==> src/rtl/seq_pattern_pkg.sv <==
package seq_pattern_pkg;
  localparam int unsigned CNT_W   = 4;
  localparam int unsigned SEL_W   = 3;
  localparam int unsigned PERIOD  = 6;
  // bit i is emitted in step i
  localparam logic [PERIOD-1:0] PATTERN = 6'b010011;
endpackage

==> src/rtl/sync_load_counter.sv <==
module sync_load_counter #(
  parameter int unsigned W = 4
) (
  input  logic         clk,
  input  logic         clr_n,
  input  logic         ld_n,
  input  logic         ent,
  input  logic         enp,
  input  logic [W-1:0] din,
  output logic [W-1:0] q,
  output logic         rco
);
  localparam logic [W-1:0] ALL_ONES = {W{1'b1}};

  always_ff @(posedge clk) begin
    if (!clr_n)          q <= '0;
    else if (!ld_n)      q <= din;
    else if (ent && enp) q <= q + 1'b1;
  end

  assign rco = ent && (q == ALL_ONES);

  logic armed = 1'b0;
  always_ff @(posedge clk) armed <= armed | ~clr_n;


  clear_to_zero_chk: assert property (@(posedge clk) disable iff (!armed)
    !clr_n |=> q == '0);

  load_takes_din_chk: assert property (@(posedge clk) disable iff (!armed)
    clr_n && !ld_n |=> q == $past(din));

  hold_when_idle_chk: assert property (@(posedge clk) disable iff (!armed)
    clr_n && ld_n && !(ent && enp) |=> $stable(q));

  step_up_chk: assert property (@(posedge clk) disable iff (!armed)
    clr_n && ld_n && ent && enp |=> q == $past(q) + 1'b1);

  carry_only_full_chk: assert property (@(posedge clk) disable iff (!armed)
    rco |-> (q == ALL_ONES) && ent);
endmodule

==> src/rtl/lookup_mux.sv <==
module lookup_mux #(
  parameter int unsigned SEL_W = 3
) (
  input  logic [(1<<SEL_W)-1:0] data,
  input  logic [SEL_W-1:0]      sel,
  output logic                  y
);
  always_comb y = data[sel];
endmodule

==> src/rtl/seq_pattern_gen.sv <==
module seq_pattern_gen
  import seq_pattern_pkg::*;
(
  input  logic             clk,
  input  logic             clr_n,
  input  logic             cnt_en_t,
  input  logic             cnt_en_p,
  output logic             ser_out,
  output logic [CNT_W-1:0] count_q,
  output logic             carry_out
);
  localparam int unsigned MUX_N = 1 << SEL_W;
  localparam int unsigned LAST  = PERIOD - 1;

  logic [MUX_N-1:0] pat_vec;
  logic [MUX_N-1:0] ld_vec;
  logic             ld_n;

  // lookup contents: pattern bits, and a load strobe low only in the last step
  for (genvar i = 0; i < MUX_N; i++) begin : g_tbl
    if (i < PERIOD) begin : g_used
      assign pat_vec[i] = PATTERN[i];
    end else begin : g_unused
      assign pat_vec[i] = 1'b0;
    end
    assign ld_vec[i] = (i == LAST) ? 1'b0 : 1'b1;
  end

  sync_load_counter #(.W(CNT_W)) u_cnt (
    .clk  (clk),
    .clr_n(clr_n),
    .ld_n (ld_n),
    .ent  (cnt_en_t),
    .enp  (cnt_en_p),
    .din  ('0),
    .q    (count_q),
    .rco  (carry_out)
  );

  lookup_mux #(.SEL_W(SEL_W)) u_pat_mux (
    .data(pat_vec),
    .sel (count_q[SEL_W-1:0]),
    .y   (ser_out)
  );

  lookup_mux #(.SEL_W(SEL_W)) u_ld_mux (
    .data(ld_vec),
    .sel (count_q[SEL_W-1:0]),
    .y   (ld_n)
  );

  logic armed = 1'b0;
  always_ff @(posedge clk) armed <= armed | ~clr_n;


  count_in_range_chk: assert property (@(posedge clk) disable iff (!armed)
    count_q <= CNT_W'(LAST));

  wrap_after_last_chk: assert property (@(posedge clk) disable iff (!armed)
    clr_n && count_q == CNT_W'(LAST) |=> count_q == '0);

  first_bit_one_chk: assert property (@(posedge clk) disable iff (!armed)
    !clr_n |=> ser_out == 1'b1);
endmodule

==> config.mk <==
export PLATFORM = sky130hd
export DESIGN_NAME = seq_pattern_gen
export DESIGN_NICKNAME = d
export VERILOG_FILES = /design/src/rtl/seq_pattern_pkg.sv /design/src/rtl/sync_load_counter.sv /design/src/rtl/lookup_mux.sv /design/src/rtl/seq_pattern_gen.sv
export SDC_FILE = /design/constraint.sdc
export NUM_CORES = 1
export LEC_CHECK = 0
export ABC_CLOCK_PERIOD_IN_PS = 1200
export CAP_MARGIN = 20
export CORE_AREA = 2 2 39 41
export CTS_CLUSTER_DIAMETER = 150
export DETAILED_ROUTE_END_ITERATION = 8
export DIE_AREA = 0 0 41 43
export REMOVE_ABC_BUFFERS = 1
export SETUP_SLACK_MARGIN = 0.5
export SLEW_MARGIN = 5
export SYNTH_ARGS = -nofsm -noshare
export SYNTH_HDL_FRONTEND = slang
export SYNTH_SLANG_ARGS = --single-unit
==> constraint.sdc <==
create_clock -name clk -period 1.2 [get_ports clk]
set_input_delay 0.24 -clock clk [delete_from_list [all_inputs] [get_ports clk]]
set_output_delay 0.24 -clock clk [all_outputs]
set_load 0.05 [all_outputs]
==> After elaboration in Yosys (flattened, before gate mapping) <==
Memory sizes are Yosys's and may differ from the RTL's. A register that Yosys moved wholly into a read port is not among the register bits.
Index checks and enable logic that the tools add are counted.
{ "totals": {"output_inout_bits": 6, "word_cells": 15, "memories": 2, "input_bits": 4, "ff_bits": 4, "ramBits": 0, "latchBits": 0, "rom_bits": 16} }
{ "classes": {"bitwise_logic": 0, "eq_ne": 1, "muxes": 6, "magnitude_cmp": 1, "n_shift": 0, "multipliers": 0, "reduce_logical": 3, "addsub": 1, "div": 0} }
{ "mem_list": {"columns": ["memory", "depth", "word_bits", "rd", "rd_clocked_by_memory_dff", "write_ports", "line_no", "source"], "rows": [
  ["(name not given)", 8, 1, 1, 1, 0, "lookup_mux.sv:8", "always_comb y = data[sel];"],
  ["(name not given)", 8, 1, 1, 1, 0, "lookup_mux.sv:8", null]
]} }
{ "op_table": {"columns": ["operator", "count"], "rows": [
  ["two-way mux 3 bit", 4],
  ["adder 4 x 1 -> 4 bit, second input constant", 1],
  ["== test 4 bit, second input constant", 1],
  ["less-than comparator 3 x 4 -> 1 bit, second input constant", 1],
  ["logical AND 1 bit", 2],
  ["two-way mux 1 bit", 2],
  ["AND reduction 2 bit", 1]
]} }

==> Longest topological paths before layout <==
{ "logic_depth": {"ltp_word": 4, "mapped_depth": 4, "mapped_depth_nobuf": 4} }

==> By module <==
From an unflattened synthesis, not the netlist that was laid out.
{ "hier_totals": {"hier_cells": 32, "area_unflattened_um2": 340.3} }
{ "by_module_without_submodules": {"columns": ["mod", "n_inst", "cells_each", "area_each_um2", "seq_area_each_um2"], "rows": [
  ["sync_load_counter", 1, 24, 205.2, 80.1],
  ["lookup_mux", 2, 3, 63.8, 0.0],
  ["seq_pattern_gen", 1, 2, 7.5, 0.0]
]} }

==> Worst setup path after synthesis <==
OpenSTA, ideal clock, no wires.
{ "synth_timing": {"path_type": "flip-flop to output port", "from": "register u_cnt.q[0]", "to": "output carry_out", "required_time_ps": 960, "path_stages_with_launch": 3, "n_path_buf": 0, "t_arrival_ps": 1290, "path_slack_ps": -330, "cell_sequence": "dfxtp_1 -> ha_1 -> and4_2"} }
{ "synth_between": {"elab_chain_cells": 2} }
{ "synth_rtl": {"columns": ["item", "line_no", "source"], "rows": [
  ["start: declaration", "sync_load_counter.sv:10", "output logic [W-1:0] q,"],
  ["start signal: assignment", "sync_load_counter.sv:17", "else if (!ld_n) q <= din;"],
  ["start signal: assignment", "sync_load_counter.sv:18", "else if (ent && enp) q <= q + 1'b1;"],
  ["== test 4 bit", "sync_load_counter.sv:21", "assign rco = ent && (q == ALL_ONES);"],
  ["logical AND 1 bit", "sync_load_counter.sv:21", null],
  ["end: declaration", "seq_pattern_gen.sv:10", "output logic carry_out"]
]} }
No other way between the ends.

==> Worst setup path after layout <==
{ "layout_timing": {"from": "register u_cnt.q[1]", "to": "output carry_out"} }
Same word-level chain as after synthesis.

==> results.toml <==
[logic_synthesis]
ys.warnings.count = 0
synth_area_leaders = "dfxtp_1, a21bo_2, a21oi_1, nand3_1, nand3b_1"
post_synth_num_cell_types = 12
synthTopCellsByCount = "dfxtp_1, a21oi_1, nand3_1"
synthesis.area_sq_um = 246.5
async_flop_share_pct = 0
syn_area_per_cell_sq_um = 9.859
synth-edff-count = 0
synth.yosys.seq_area_share_pct = 48.73
synth_top_area_share_pct = 48.73
synth_cells = 25
synth_area_leader_cell = "dfxtp_1"
synth.most_common_cell = "dfxtp_1"
ys_ff_latch = 6
synth_ff_type = "dfxtp_1"

[clock_tree]
worstSkewPairLatency_ns = 0.24
clk_pin_slew_worst_paths_ns = 0.04
hold_buffers = 0
cts_root_buf = "clkbuf_4"
cts.htree.levels = 1
cts_tree = "built"
cts-buffers-inserted = 3
cts_sinks = 6
cts_max_path_buffers = 2

[critical_path]
cp.required_ns = 0.96
cp-end-kind = "output pin"
cp_cell_sequence = "ha_4, and4_4, buf_12"
worstSetupStartpointType = "flop"
slowest_stage = "dfxtp_2"
slowest_delay_ns = 0.34
crit_fanout = 2
critPathKind = "flop to output pin"
cp.arrival_ns = 1.05

[hold_path]
worstHoldPathType = "flop to flop"

[detailed_routing]
antenna_left = 0
dr.pass1.iters = 1
vias = 250
vias_per_cell = 4.237
wl_um = 623
drc = 0
drtIter0Drc = 0
routedWlPerCell_um = 10.56

[timing]
hold_viol = 0
finalCritPeriodShare_pct = 107.7
setup_violations = 3
period_needed_ns = 1.292
rsz0062_at_grt = "yes"
clock_skew_ns = 0.0007158
fin_ws_ns = -0.09219
max_slew_margin_pct = 81.29
max_freq_mhz = 773.9
worst_pin_slew_ns = 0.2807
slew_violations = 0
timing.hold.ws_ns = 0.5234

[grt]
gr-total-overflow = 0
grt_pass1_wl_um = 752
gr-usage-all-layers_pct = 6.520
grt.busiest_layer = "met2"
grt_max_degree = 7
grt_use_met1_pct = 8.013
use_met3_pct = 2.094
met2_usage_pct = 8.438
antenna_found_initial = 0
grt_pass1_vias = 200

[power_and_ir_drop]
p_leak_nw = 0.2134
irDropWorstVdd_uv = 498.9
p_per_area_nw_per_um2 = 822.7
power.total_w = 0.0004694

[layout]
final_util_pct = 41.23
area_growth_pct = 131.5
drive_above_1_share_pct = 74.42
nNetsFinal = 50
final_cell_count_no_fill = 59
diodes = 0

[placed_design]
dp_slack_ns = -0.2787
dp_cells = 54
gp_congestion = 0.6537
port_buffers = 9
place_hpwl_um = 405.3

[die]
die_y_um = 43
ios = 10
start_util_pct = 17.81
die_area_sq_um = 1763
core-area_sq_um = 1384
rows = 14
die_w_um = 41

[status]
failed_checks = "negative setup slack"
outcome = "complete, but fails checks"

[flow_run]
maxCapViolations = 0
layout make-up:
cell class,instances,area (sq um)
clock buffers,3,22.52
fillers,148,813.3
multi-input cells,19,197.7
flip-flops and latches,6,133.9
well taps,16,20.02
repair buffers,15,196.4
cells by family (layout without fill, tap and decap cells):
kind of cell	count (synthesis)	after routing	share of synthesized area, %
buffers and inverters	0	18	0
adders and majority gates	1	1	5.075
and+or+nand+nor	10	10	24.37
xor gates and xnor gates	1	1	3.554
DFF	6	6	48.73
AOI/OAI and AO/OA	7	7	18.27
cell usage in the layout (no fill, tap or decap):
cell and instances:
a21bo_2 2, a21oi_1 1, a21oi_2 3, and4_4 1, buf_12 6, buf_4 5, buf_6 1, clkbuf_4 3
clkdlybuf4s50_1 1, dfxtp_1 1, dfxtp_2 2, dfxtp_4 3, dlygate4sd2_1 2, ha_4 1, nand2_1 2, nand3_2 2
nand3_4 1, nand3b_1 2, nor2b_1 1, o21ai_0 1, or3_4 1, xnor2_4 1
path summary, 6_finish.rpt:
check                           cells after the start                     from                       to  slack, ns
worst min register to register                      2    u_cnt.ld_n$_SDFF_PP1_  u_cnt.q[1]$_SDFFE_PP0P_       0.52
worst min-delay path                                2    u_cnt.ld_n$_SDFF_PP1_  u_cnt.q[1]$_SDFFE_PP0P_       0.52
worst max-delay path                                3  u_cnt.q[1]$_SDFFE_PP0P_                carry_out      -0.09
worst max register to register                      5  u_cnt.q[0]$_SDFFE_PP0P_  u_cnt.q[3]$_SDFFE_PP0P_          0
layer usage:
metal	part of all wire [%]	routed length (um)	vias to the layer above
met4	0	0	0
met5	0	0	-
met3	6.7	42	0
met2	54	338	7
met1	39	242	115
li1	-	-	128
through the flow:
step	TNS, ns	cell area, sq um
2_1_floorplan	-0.9591	246.5
3_3_place_gp	-1.499	446.7
3_5_place_dp	-1.527	446.7
4_1_cts	-0.1068	506.7
5_1_grt	-0.2016	570.5
6_report	-0.1018	570.5
where the power goes:
part	internal [W]	switching, W	leakage [nW]	total (W)
clock	0.000112	0.0000634	0.0138	0.000176
sequential	0.000200	0.00000463	0.0510	0.000205
combinational	0.0000457	0.0000430	0.149	0.0000887
total	0.000358	0.000111	0.213	0.000469
sequential cells by signal, summed over array words and instances (netlist names):
name	count
ser_out	1
u_cnt.q	4
u_cnt.ld_n	1
repair_timing:
item,CTS,global route
buffers inserted,0,2
cloned,0,0
pin swaps,3,4
gates resized for setup,15,9
setup endpoints to repair,12,12
worst max-delay path, delay by kind of cell (launching register included):
family | cells | cell delay [ns]
fa+ha+maj | 1 | 0.13
buf+inv | 1 | 0.13
flops | 1 | 0.34
simple gates | 1 | 0.21
No activity file was read; power rests on OpenSTA's default activity.
